File: src/rtl/nor_cmd_pkg.sv
package nor_cmd_pkg;

  typedef enum logic [2:0] {
    OP_RESET      = 3'd0,
    OP_MFR_ID     = 3'd1,
    OP_PART_ID    = 3'd2,
    OP_PROGRAM    = 3'd3,
    OP_SECT_ERASE = 3'd4,
    OP_CHIP_ERASE = 3'd5
  } op_e;

  typedef enum logic [1:0] {
    K_WRITE = 2'd0,
    K_READ  = 2'd1,
    K_END   = 2'd2
  } kind_e;

  localparam logic [2:0]  OP_LAST     = 3'd5;

  localparam logic [1:0]  RES_OK      = 2'd0;
  localparam logic [1:0]  RES_WRITE   = 2'd1;
  localparam logic [1:0]  RES_ERASE   = 2'd2;
  localparam logic [1:0]  RES_TIMEOUT = 2'd3;

  localparam logic [15:0] OFS_KEY_A   = 16'h5555;
  localparam logic [15:0] OFS_KEY_B   = 16'hAAAA;

  localparam logic [7:0]  KEY_A       = 8'hAA;
  localparam logic [7:0]  KEY_B       = 8'h55;
  localparam logic [7:0]  C_EXIT      = 8'hF0;
  localparam logic [7:0]  C_IDENT     = 8'h90;
  localparam logic [7:0]  C_PROG      = 8'hA0;
  localparam logic [7:0]  C_ERASE     = 8'h80;
  localparam logic [7:0]  C_SECT      = 8'h30;
  localparam logic [7:0]  C_CHIP      = 8'h10;

endpackage

File: src/rtl/nor_cmd_table.sv
module nor_cmd_table
  import nor_cmd_pkg::*;
#(
  parameter int ADDR_W = 20,
  parameter int DATA_W = 16
) (
  input  op_e               op,
  input  logic [2:0]        step,
  input  logic              wide,
  input  logic [ADDR_W-1:0] tgt_addr,
  input  logic [DATA_W-1:0] tgt_data,
  output kind_e             kind,
  output logic [ADDR_W-1:0] addr,
  output logic [DATA_W-1:0] data
);

  function automatic logic [ADDR_W-1:0] scale(input logic [15:0] ofs, input logic w);
    logic [ADDR_W-1:0] a;
    a = ADDR_W'(ofs);
    return w ? (a << 1) : a;
  endfunction

  logic [7:0] setup_byte;
  logic       is_id;
  logic       is_erase;

  always_comb begin
    unique case (op)
      OP_MFR_ID, OP_PART_ID:        setup_byte = C_IDENT;
      OP_PROGRAM:                   setup_byte = C_PROG;
      OP_SECT_ERASE, OP_CHIP_ERASE: setup_byte = C_ERASE;
      default:                      setup_byte = C_EXIT;
    endcase
  end

  assign is_id    = (op == OP_MFR_ID) || (op == OP_PART_ID);
  assign is_erase = (op == OP_SECT_ERASE) || (op == OP_CHIP_ERASE);

  always_comb begin
    kind = K_END;
    addr = '0;
    data = '0;
    unique case (step)
      3'd0: begin kind = K_WRITE; addr = scale(OFS_KEY_A, wide); data = DATA_W'(KEY_A); end
      3'd1: begin kind = K_WRITE; addr = scale(OFS_KEY_B, wide); data = DATA_W'(KEY_B); end
      3'd2: begin kind = K_WRITE; addr = scale(OFS_KEY_A, wide); data = DATA_W'(setup_byte); end
      3'd3: begin
        if (is_id) begin
          kind = K_READ;
          addr = scale((op == OP_PART_ID) ? 16'h0001 : 16'h0000, wide);
        end else if (op == OP_PROGRAM) begin
          kind = K_WRITE; addr = tgt_addr; data = tgt_data;
        end else if (is_erase) begin
          kind = K_WRITE; addr = scale(OFS_KEY_A, wide); data = DATA_W'(KEY_A);
        end
      end
      3'd4: begin
        if (is_id) begin
          kind = K_WRITE; addr = scale(OFS_KEY_A, wide); data = DATA_W'(KEY_A);
        end else if (is_erase) begin
          kind = K_WRITE; addr = scale(OFS_KEY_B, wide); data = DATA_W'(KEY_B);
        end
      end
      3'd5: begin
        if (is_id) begin
          kind = K_WRITE; addr = scale(OFS_KEY_B, wide); data = DATA_W'(KEY_B);
        end else if (op == OP_SECT_ERASE) begin
          kind = K_WRITE; addr = tgt_addr; data = DATA_W'(C_SECT);
        end else if (op == OP_CHIP_ERASE) begin
          kind = K_WRITE; addr = scale(OFS_KEY_A, wide); data = DATA_W'(C_CHIP);
        end
      end
      3'd6: begin
        if (is_id) begin
          kind = K_WRITE; addr = scale(OFS_KEY_A, wide); data = DATA_W'(C_EXIT);
        end
      end
      default: kind = K_END;
    endcase
  end

endmodule

File: src/rtl/nor_bus_cycle.sv
module nor_bus_cycle #(
  parameter int ADDR_W      = 20,
  parameter int DATA_W      = 16,
  parameter int SETUP_CLKS  = 2,
  parameter int STROBE_CLKS = 3,
  parameter int HOLD_CLKS   = 2
) (
  input  logic              clk,
  input  logic              rst_n,
  input  logic              start,
  input  logic              rd,
  input  logic [ADDR_W-1:0] addr,
  input  logic [DATA_W-1:0] wdata,
  output logic [ADDR_W-1:0] bus_addr,
  output logic [DATA_W-1:0] bus_wdata,
  input  logic [DATA_W-1:0] bus_rdata,
  output logic              we_n,
  output logic              oe_n,
  output logic [DATA_W-1:0] rdata,
  output logic              cyc_done
);

  localparam int MAX_A = (SETUP_CLKS > STROBE_CLKS) ? SETUP_CLKS : STROBE_CLKS;
  localparam int MAX_C = (MAX_A > HOLD_CLKS) ? MAX_A : HOLD_CLKS;
  localparam int CW    = $clog2(MAX_C + 1);

  typedef enum logic [1:0] {B_IDLE, B_SETUP, B_STROBE, B_HOLD} bstate_e;

  bstate_e           st_q, st_d;
  logic [CW-1:0]     cnt_q, cnt_d;
  logic              rd_q, rd_d;
  logic [ADDR_W-1:0] addr_q;
  logic [DATA_W-1:0] wdata_q, rdata_q;
  logic              load, capture;
  logic              last_setup, last_strobe, last_hold;

  assign last_setup  = (cnt_q == CW'(SETUP_CLKS - 1));
  assign last_strobe = (cnt_q == CW'(STROBE_CLKS - 1));
  assign last_hold   = (cnt_q == CW'(HOLD_CLKS - 1));

  always_comb begin
    st_d    = st_q;
    cnt_d   = cnt_q + CW'(1);
    rd_d    = rd_q;
    load    = 1'b0;
    capture = 1'b0;
    unique case (st_q)
      B_IDLE: begin
        cnt_d = '0;
        if (start) begin
          st_d = B_SETUP;
          rd_d = rd;
          load = 1'b1;
        end
      end
      B_SETUP:  if (last_setup)  begin st_d = B_STROBE; cnt_d = '0; end
      B_STROBE: if (last_strobe) begin st_d = B_HOLD; cnt_d = '0; capture = rd_q; end
      B_HOLD:   if (last_hold)   begin st_d = B_IDLE; cnt_d = '0; end
      default:  st_d = B_IDLE;
    endcase
  end

  always_ff @(posedge clk or negedge rst_n) begin
    if (!rst_n) begin
      st_q    <= B_IDLE;
      cnt_q   <= '0;
      rd_q    <= 1'b0;
      we_n    <= 1'b1;
      oe_n    <= 1'b1;
      addr_q  <= '0;
      wdata_q <= '0;
      rdata_q <= '0;
    end else begin
      st_q  <= st_d;
      cnt_q <= cnt_d;
      rd_q  <= rd_d;
      we_n  <= !((st_d == B_STROBE) && !rd_d);
      oe_n  <= !((st_d == B_STROBE) && rd_d);
      if (load) begin
        addr_q  <= addr;
        wdata_q <= wdata;
      end
      if (capture) rdata_q <= bus_rdata;
    end
  end

  assign bus_addr  = addr_q;
  assign bus_wdata = wdata_q;
  assign rdata     = rdata_q;
  assign cyc_done  = (st_q == B_HOLD) && last_hold;

endmodule

File: src/rtl/nor_cmd_sequencer.sv
module nor_cmd_sequencer
  import nor_cmd_pkg::*;
#(
  parameter int ADDR_W      = 20,
  parameter int DATA_W      = 16,
  parameter int SETUP_CLKS  = 2,
  parameter int STROBE_CLKS = 3,
  parameter int HOLD_CLKS   = 2,
  parameter int MAX_POLLS   = 1024
) (
  input  logic              clk,
  input  logic              rst_n,
  input  logic              wide_bus,
  input  logic              req_valid,
  input  logic [2:0]        req_op,
  input  logic [ADDR_W-1:0] req_addr,
  input  logic [DATA_W-1:0] req_data,
  output logic              busy,
  output logic              done,
  output logic [1:0]        err_code,
  output logic [DATA_W-1:0] id_data,
  output logic [ADDR_W-1:0] flash_addr,
  output logic [DATA_W-1:0] flash_wdata,
  input  logic [DATA_W-1:0] flash_rdata,
  output logic              flash_we_n,
  output logic              flash_oe_n
);

  localparam int PCW = $clog2(MAX_POLLS + 1);

  typedef enum logic [2:0] {
    T_IDLE, T_ISSUE, T_WAIT, T_PGO, T_PWAIT, T_RGO, T_RWAIT, T_FIN
  } tstate_e;

  tstate_e           st_q, st_d;
  op_e               op_q, op_d, eff_op;
  logic [ADDR_W-1:0] addr_q, addr_d;
  logic [DATA_W-1:0] data_q, data_d, id_q, id_d;
  logic              wide_q, wide_d, recov_q, recov_d;
  logic [2:0]        step_q, step_d;
  logic [PCW-1:0]    pcnt_q, pcnt_d;
  logic [1:0]        err_q, err_d;

  kind_e             t_kind;
  logic [ADDR_W-1:0] t_addr, poll_addr, cyc_addr;
  logic [DATA_W-1:0] t_data, cyc_wdata, cyc_rdata;
  logic              cyc_start, cyc_rd, cyc_done, complete;

  assign eff_op    = recov_q ? OP_RESET : op_q;
  assign poll_addr = (op_q == OP_CHIP_ERASE) ? '0 : addr_q;
  assign complete  = (op_q == OP_PROGRAM) ? (cyc_rdata[7] == data_q[7]) : cyc_rdata[7];

  nor_cmd_table #(.ADDR_W(ADDR_W), .DATA_W(DATA_W)) u_table (
    .op       (eff_op),
    .step     (step_q),
    .wide     (wide_q),
    .tgt_addr (addr_q),
    .tgt_data (data_q),
    .kind     (t_kind),
    .addr     (t_addr),
    .data     (t_data)
  );

  nor_bus_cycle #(
    .ADDR_W(ADDR_W), .DATA_W(DATA_W),
    .SETUP_CLKS(SETUP_CLKS), .STROBE_CLKS(STROBE_CLKS), .HOLD_CLKS(HOLD_CLKS)
  ) u_bus (
    .clk       (clk),
    .rst_n     (rst_n),
    .start     (cyc_start),
    .rd        (cyc_rd),
    .addr      (cyc_addr),
    .wdata     (cyc_wdata),
    .bus_addr  (flash_addr),
    .bus_wdata (flash_wdata),
    .bus_rdata (flash_rdata),
    .we_n      (flash_we_n),
    .oe_n      (flash_oe_n),
    .rdata     (cyc_rdata),
    .cyc_done  (cyc_done)
  );

  always_comb begin
    cyc_start = 1'b0;
    cyc_rd    = 1'b1;
    cyc_addr  = poll_addr;
    cyc_wdata = '0;
    if (st_q == T_ISSUE && t_kind != K_END) begin
      cyc_start = 1'b1;
      cyc_rd    = (t_kind == K_READ);
      cyc_addr  = t_addr;
      cyc_wdata = t_data;
    end else if (st_q == T_PGO || st_q == T_RGO) begin
      cyc_start = 1'b1;
    end
  end

  always_comb begin
    st_d    = st_q;
    op_d    = op_q;
    addr_d  = addr_q;
    data_d  = data_q;
    wide_d  = wide_q;
    recov_d = recov_q;
    step_d  = step_q;
    pcnt_d  = pcnt_q;
    err_d   = err_q;
    id_d    = id_q;
    unique case (st_q)
      T_IDLE: begin
        if (req_valid && req_op <= OP_LAST) begin
          op_d    = op_e'(req_op);
          addr_d  = req_addr;
          data_d  = req_data;
          wide_d  = wide_bus;
          recov_d = 1'b0;
          step_d  = '0;
          pcnt_d  = '0;
          err_d   = RES_OK;
          st_d    = T_ISSUE;
        end
      end
      T_ISSUE: begin
        if (t_kind == K_END) begin
          if (recov_q || op_q == OP_RESET || op_q == OP_MFR_ID || op_q == OP_PART_ID)
            st_d = T_FIN;
          else
            st_d = T_PGO;
        end else begin
          st_d = T_WAIT;
        end
      end
      T_WAIT: begin
        if (cyc_done) begin
          if (t_kind == K_READ) id_d = cyc_rdata;
          step_d = step_q + 3'd1;
          st_d   = T_ISSUE;
        end
      end
      T_PGO: st_d = T_PWAIT;
      T_PWAIT: begin
        if (cyc_done) begin
          if (complete) begin
            st_d = T_FIN;
          end else if (op_q == OP_CHIP_ERASE && cyc_rdata[3]) begin
            err_d = RES_ERASE;
            st_d  = T_FIN;
          end else if (cyc_rdata[5]) begin
            st_d = T_RGO;
          end else if (pcnt_q == PCW'(MAX_POLLS - 1)) begin
            err_d = RES_TIMEOUT;
            st_d  = T_FIN;
          end else begin
            pcnt_d = pcnt_q + PCW'(1);
            st_d   = T_PGO;
          end
        end
      end
      T_RGO: st_d = T_RWAIT;
      T_RWAIT: begin
        if (cyc_done) begin
          if (complete) begin
            st_d = T_FIN;
          end else begin
            err_d   = (op_q == OP_PROGRAM) ? RES_WRITE : RES_ERASE;
            recov_d = 1'b1;
            step_d  = '0;
            st_d    = T_ISSUE;
          end
        end
      end
      T_FIN:   st_d = T_IDLE;
      default: st_d = T_IDLE;
    endcase
  end

  always_ff @(posedge clk or negedge rst_n) begin
    if (!rst_n) begin
      st_q    <= T_IDLE;
      op_q    <= OP_RESET;
      addr_q  <= '0;
      data_q  <= '0;
      wide_q  <= 1'b0;
      recov_q <= 1'b0;
      step_q  <= '0;
      pcnt_q  <= '0;
      err_q   <= RES_OK;
      id_q    <= '0;
    end else begin
      st_q    <= st_d;
      op_q    <= op_d;
      addr_q  <= addr_d;
      data_q  <= data_d;
      wide_q  <= wide_d;
      recov_q <= recov_d;
      step_q  <= step_d;
      pcnt_q  <= pcnt_d;
      err_q   <= err_d;
      id_q    <= id_d;
    end
  end

  assign busy     = (st_q != T_IDLE);
  assign done     = (st_q == T_FIN);
  assign err_code = err_q;
  assign id_data  = id_q;

endmodule

File: config.mk
export PLATFORM = sky130hd
export DESIGN_NAME = nor_cmd_sequencer
export DESIGN_NICKNAME = d
export VERILOG_FILES = /design/src/rtl/nor_cmd_pkg.sv /design/src/rtl/nor_cmd_table.sv /design/src/rtl/nor_bus_cycle.sv /design/src/rtl/nor_cmd_sequencer.sv
export SDC_FILE = /design/constraint.sdc
export NUM_CORES = 1
export LEC_CHECK = 0
export CAP_MARGIN = 5
export CORE_ASPECT_RATIO = 0.9
export CORE_MARGIN = 2
export CORE_UTILIZATION = 35
export CTS_BUF_LIST = sky130_fd_sc_hd__clkbuf_4
export DETAILED_ROUTE_END_ITERATION = 10
export GPL_ROUTABILITY_DRIVEN = 0
export PLACE_DENSITY = 0.63
export SLEW_MARGIN = 20
export SYNTH_ARGS = -nofsm -noshare
export SYNTH_HDL_FRONTEND = slang
export SYNTH_SLANG_ARGS = --single-unit
File: constraint.sdc
create_clock -name clk -period 3.03 [get_ports clk]
set_clock_uncertainty 0.1 [all_clocks]
set_input_delay 0.606 -clock clk [delete_from_list [all_inputs] [get_ports clk]]
set_output_delay 0.606 -clock clk [all_outputs]
set_load 0.02 [all_outputs]
==> results.cfg, run 1 <==
[critical_path]
arrival_ps = 2210
r2r_end = u_bus.bus_addr[12]$_DFFE_PN0P_
critPathCaptureType = primary output
reg2reg_depth = 7
crit_type = flip-flop to primary output
cp_max_fo = 15
startpoint_type = flip-flop
cp.required_ps = 2320
r2r_start = step_q[0]$_DFFE_PN0P_
reg2reg_slack_ps = 150

[synthesis]
yosysMostFrequentCell = nand2_1
synth_top_area_frac = 0.502
synth_cell_types = 63
avgSynthCellArea_um2 = 9.43
ys_seq_area_frac = 0.510
synth-seq-cells = 135
ys_warn_count = 0
synth-async-reset-ratio = 1.00
synth_edf_count = 0
ys_top_cells_by_area = dfrtp_1 50%, nand2_1 8.5%, mux2_2 5.6%
synthTopCellsByCount = 151 x nand2_1, 133 x dfrtp_1, 42 x nor2_1, 42 x o21ai_0, 40 x clkbuf_1
synth-main-ff-cell = dfrtp_1
syn_nets = 768
syn_inst = 703
synth_area_um2 = 6630
yosys.area.top_type = dfrtp_1

[cts]
clk_latency_ps = 550
cts_max_path_buffers = 2
tritoncts = done
cts_root_buf = clkbuf_4
cts_num_sinks = 135
clk_pin_slew_worst_paths_ps = 120
h-tree-depth = 4
cts_buffers = 17

[floorplan]
die_y_um = 135
die_area_um2 = 20100
die_w_um = 149
num_io_pins = 117
design.core.area_um2 = 18500
start_util = 0.359
row_count = 47

[final_layout]
regArea_um2 = 3380
drive_gt1_frac = 0.138
fillCellCount = 1811
area_growth_pct = 27.9
multi_input_area_um2 = 2990
nNetsFinal = 885
final_cells = 1079
utilization = 0.459

[global_routing]
grt_pass1_wl_um = 28200
antenna_found_initial = 1
grt_max_degree = 56
grt_pass1_vias = 5343
grt_overflow = 0
grt_usage = 0.176

[detailed_routing]
drt_pass1_iterations = 5
drcViolationCount = 0
wirelength_um = 16900
ant_nets = 0
via_count = 5636
wire_per_inst_um = 15.6
drtIter0Drc = 356
avgViaCountPerCell = 5.22

[sta]
whs_ps = 385
layout_setup_ws_ps = 115
fmax_mhz = 343
fin_crit_ps = 2920
final_hold_viol_count = 0
max_slew_margin = 0.565
setup_violations = 0
finalCritPeriodShare = 0.962
tightest_slew_ps = 652
slew_violations = 0

[hold_path]
hold_class = flip-flop to flip-flop
hold_depth = 1
min_from = u_bus.cnt_q[0]$_DFF_PN0_
min_to = u_bus.cnt_q[0]$_DFF_PN0_

[pwr]
power_frac_seq = 0.421
peakVddDrop_mv = 0.314
clockPowerShare = 0.191
switchingPower_uw = 2810
powerDensity_nw_per_um2 = 837
p_leak_uw = 0.00370
combPwrFrac = 0.388
switching_share = 0.396
p_int_uw = 4290

[placed_design]
pre_cts_slack_ps = 143
dpl.cell_count = 1045
port_buffers = 116
dp_hpwl_um = 11700

[status]
status = finished, final reports clean

[job]
drv_cap = 0
[power by group through the flow]
| stage | Clock, uW | Sequential [uW] | Combinational (uW) |
|---|---|---|---|
| after floorplan | 0 | 2950 | 1740 |
| after detailed placement | 0 | 3010 | 2760 |
| after global placement | 0 | 3010 | 2720 |
| after CTS | 1410 | 2980 | 2770 |
| after global routing | 1500 | 3090 | 3060 |
| final | 1360 | 2990 | 2750 |
[worst max-delay path by stage]
stage,from,endpoint,slack [ps],cells after the start
2_1_floorplan,step_q[0]$_DFFE_PN0P_,u_bus.bus_addr[10]$_DFFE_PN0P_,300,9
3_3_place_gp,step_q[0]$_DFFE_PN0P_,u_bus.bus_addr[7]$_DFFE_PN0P_,220,8
3_5_place_dp,step_q[0]$_DFFE_PN0P_,u_bus.bus_addr[3]$_DFFE_PN0P_,140,8
4_1_cts,st_q[1]$_DFFE_PN0P_,busy,60,2
5_1_grt,step_q[0]$_DFFE_PN0P_,u_bus.bus_addr[11]$_DFFE_PN0P_,-0.4,8
6_report,st_q[1]$_DFFE_PN0P_,busy,110,2
[per-stage QoR]
stage	cell area [um^2]	TNS [ps]	power [uW]
finish	8480	0	7100
global route	8480	-0.382	7650
CTS	8470	0	7150
detailed placement	8140	0	5770
global placement	8140	0	5730
floorplan	6630	0	4690
[cells by family (layout without fill, tap and decap cells)]
kind of cell,count (synthesis),after routing,synth area share
multiplexers,35,35,0.0591
AO/OA/AOI/OAI,168,168,0.170
other,0,1,0
flip-flops,135,135,0.510
adder cells (fa/ha/maj),6,6,0.0113
AND/OR/NAND/NOR,290,290,0.202
XOR/XNOR,5,5,0.00660
buffers and inverters,64,194,0.0404
[flip-flops by register name (all words and copies together), names as in the netlist, 3 cells and up]
register and flops:
u_bus.rdata 16, step_q 3, u_bus.bus_addr 20, id_data 16, op_q 3, addr_q 20, pcnt_q 11, st_q 3
u_bus.bus_wdata 16, data_q 16
[metal layers]
layer | wire length (um) | track usage | vias up
met4 | 116 | 0.0418 | 0
li1 | - | - | 2735
met1 | 8310 | 0.266 | 2728
met3 | 957 | 0.0399 | 7
met2 | 7490 | 0.256 | 166
met5 | 0 | 0 | -
[critical path, stage by stage, from the launching register on]
cell	delay, ps
dfrtp_1	570
or3_1	510
clkdlybuf4s50_1	590
[placed cells by master (no fill, tap or decap), types with 4 or more instances in the layout]
cell type / instances
nand3_1: 29
nor2b_1: 6
nor2_1: 41
o21ai_0: 42
nand2_1: 151
a31o_2: 6
a21oi_1: 32
a22oi_1: 8
o2bb2ai_1: 5
a31oi_1: 9
a221o_1: 9
o22ai_1: 4
nor3_1: 8
buf_4: 29
a32oi_1: 9
nor4_1: 5
nand2b_1: 8
inv_1: 14
dfrtp_1: 133
clkbuf_4: 18
and3_1: 5
or4_1: 9
o31ai_1: 7
inv_6: 4
a211oi_1: 14
mux2_2: 33
ha_1: 6
clkdlybuf4s50_1: 115
[final cells by class]
type                    instances  share of cell area
diodes                          1            0.000295
repair buffers                148               0.168
well taps                     245              0.0361
clock buffers                  18              0.0159
inverters                      14             0.00620
clock inverters                14              0.0223
multi-input cells             504               0.353
flip-flops and latches        135               0.399
[what timing repair did]
action | in CTS | in global routing
hold buffers | 1 | 0
endpoints found under the hold margin | 47 | 0
setup endpoints to repair | 0 | 8
resized for setup | 0 | 1
buffers inserted | 0 | 0
Note: power is estimated with default switching activity, not from simulation.
==> run 2: changes to the inputs <==
Settings changed: GPL_ROUTABILITY_DRIVEN 0 to 1.
Clock period 3.03 ns to 3.3 ns, I/O delays scaled along.
==> run 2 against run 1 <==
- hold slack worse by 10 ps
- global-route usage hardly changed
- core utilization is 0.64 points lower
- register-to-register slack better by 180 ps
- die area stayed put
- critical path depth is 6 higher
- setup slack better by 210 ps
- final area is 1.4% lower
- non-clock buffer count is 8 lower
- critical path type is now flip-flop to flip-flop
- highest routed layer unchanged
==> results.cfg, run 2 (synthesis results as in run 1) <==
[status]
status = finished, final reports clean

[final_layout]
nNetsFinal = 877
layout.cells.most_common_list = 151 x nand2_1, 133 x dfrtp_1, 115 x clkdlybuf4s50_1
area_growth_pct = 26.1
utilization = 0.453
drive_gt1_frac = 0.130
final_common_cell = nand2_1

[floorplan]
start_util = 0.359
die_y_um = 135
row_count = 47
die_w_um = 149
die_area_um2 = 20100
design.core.area_um2 = 18500
num_io_pins = 117

[cts]
hold_buffers = 1
cts_root_buf = clkbuf_4
cts_buffers = 17
tritoncts = done
cts_num_sinks = 135
cts_max_path_buffers = 2
cts_resized = 0
clk_latency_ps = 550
h-tree-depth = 4
cts_setup_buffers = 0
clk_pin_slew_worst_paths_ps = 120

[sta]
fmax_mhz = 336
grt_setup_unrepaired = no
setup_violations = 0
max_slew_margin = 0.426
tightest_slew_ps = 858
fin_crit_ps = 2970
totalNegativeSetupSlack_ps = 0
final_hold_viol_count = 0
slew_violations = 0
finalCritPeriodShare = 0.901

[pwr]
powerDensity_nw_per_um2 = 749
p_leak_uw = 0.00363
peakVddDrop_mv = 0.297

[placed_design]
dp_hpwl_um = 11500
port_buffers = 116
gp_congestion = 0.906

[global_routing]
antenna_found_initial = 1
grt_pass1_vias = 5342
grt_pass1_wl_um = 28000
grt_max_degree = 69
grt_usage = 0.175
grt_overflow = 0

[detailed_routing]
wire_per_inst_um = 15.9
avgViaCountPerCell = 5.19
ant_nets = 0
wirelength_um = 17000
via_count = 5563
drcViolationCount = 0
drt_pass1_iterations = 5
drtIter0Drc = 374

[critical_path]
arrival_ps = 3280
startpoint_type = flip-flop
critPathCaptureType = flip-flop
cpMostUsedCell = ha_1
cp_max_fo = 46
cp.required_ps = 3610
path_delay_family = simple AND/OR/NAND/NOR gates
cp_slowest_cell = or4_1
critical_path.max_stage_delay_ps = 670
path_cells = ha_1 -> ha_1 -> nor4b_1 -> a221o_1 -> or4_1 -> buf_4 -> a32oi_1 -> o21ai_0
cp_num_buf_inv = 1
crit_type = flip-flop to flip-flop

[hold_path]
hold_class = flip-flop to flip-flop

[job]
drv_cap = 0
## run 2: layout make-up
class,instances,area (um^2)
repair buffers,140,1360
well taps,245,307
clock buffers,20,150
fillers,1824,10100
diodes,1,2.50
inverters,14,52.6
flip-flops and latches,135,3380
multi-input cells,504,2990
clock inverters,12,120
## run 2: worst paths after layout
kind                                     startpoint                             end  slack (ps)  cells after the start
setup reg to reg              step_q[0]$_DFFE_PN0P_  u_bus.bus_addr[11]$_DFFE_PN0P_         330                      8
setup / recovery              step_q[0]$_DFFE_PN0P_  u_bus.bus_addr[11]$_DFFE_PN0P_         330                      8
max in group asynchronous                     rst_n   u_bus.bus_addr[3]$_DFFE_PN0P_        1830                      3
hold / removal             u_bus.cnt_q[0]$_DFF_PN0_        u_bus.cnt_q[0]$_DFF_PN0_         370                      1
hold reg to reg            u_bus.cnt_q[0]$_DFF_PN0_        u_bus.cnt_q[0]$_DFF_PN0_         370                      1
min in group asynchronous                     rst_n     u_bus.rdata[12]$_DFFE_PN0P_         560                      2
## run 2: metrics by stage
| stage | instance area [um^2] | hold slack, ps | power, uW | worst slack [ps] | cells |
|---|---|---|---|---|---|
| 6_report | 8360 | 375 | 6270 | 326 | 1071 |
| 5_1_grt | 8360 | 408 | 6750 | 143 | 1071 |
| 3_5_place_dp | 8080 | 353 | 5220 | 380 | 1037 |
| 3_3_place_gp | 8080 | 357 | 5190 | 423 | 1037 |
| 2_1_floorplan | 6630 | 264 | 4300 | 566 | 703 |
| 4_1_cts | 8360 | 378 | 6320 | 278 | 1070 |
## run 2: where the power goes
group | leakage [uW] | internal [uW] | switching, uW
clock network | 0.000139 | 410 | 660
registers | 0.00174 | 2210 | 551
logic | 0.00175 | 1110 | 1320
total | 0.00363 | 3730 | 2530
## run 2: per-layer routing
layer	GRT usage	share of wire	vias to the layer above
li1	-	-	2713
met1	0.265	0.49	2693
met2	0.250	0.44	146
met3	0.0412	0.056	11
met4	0.0492	0.011	0
met5	0	0	-
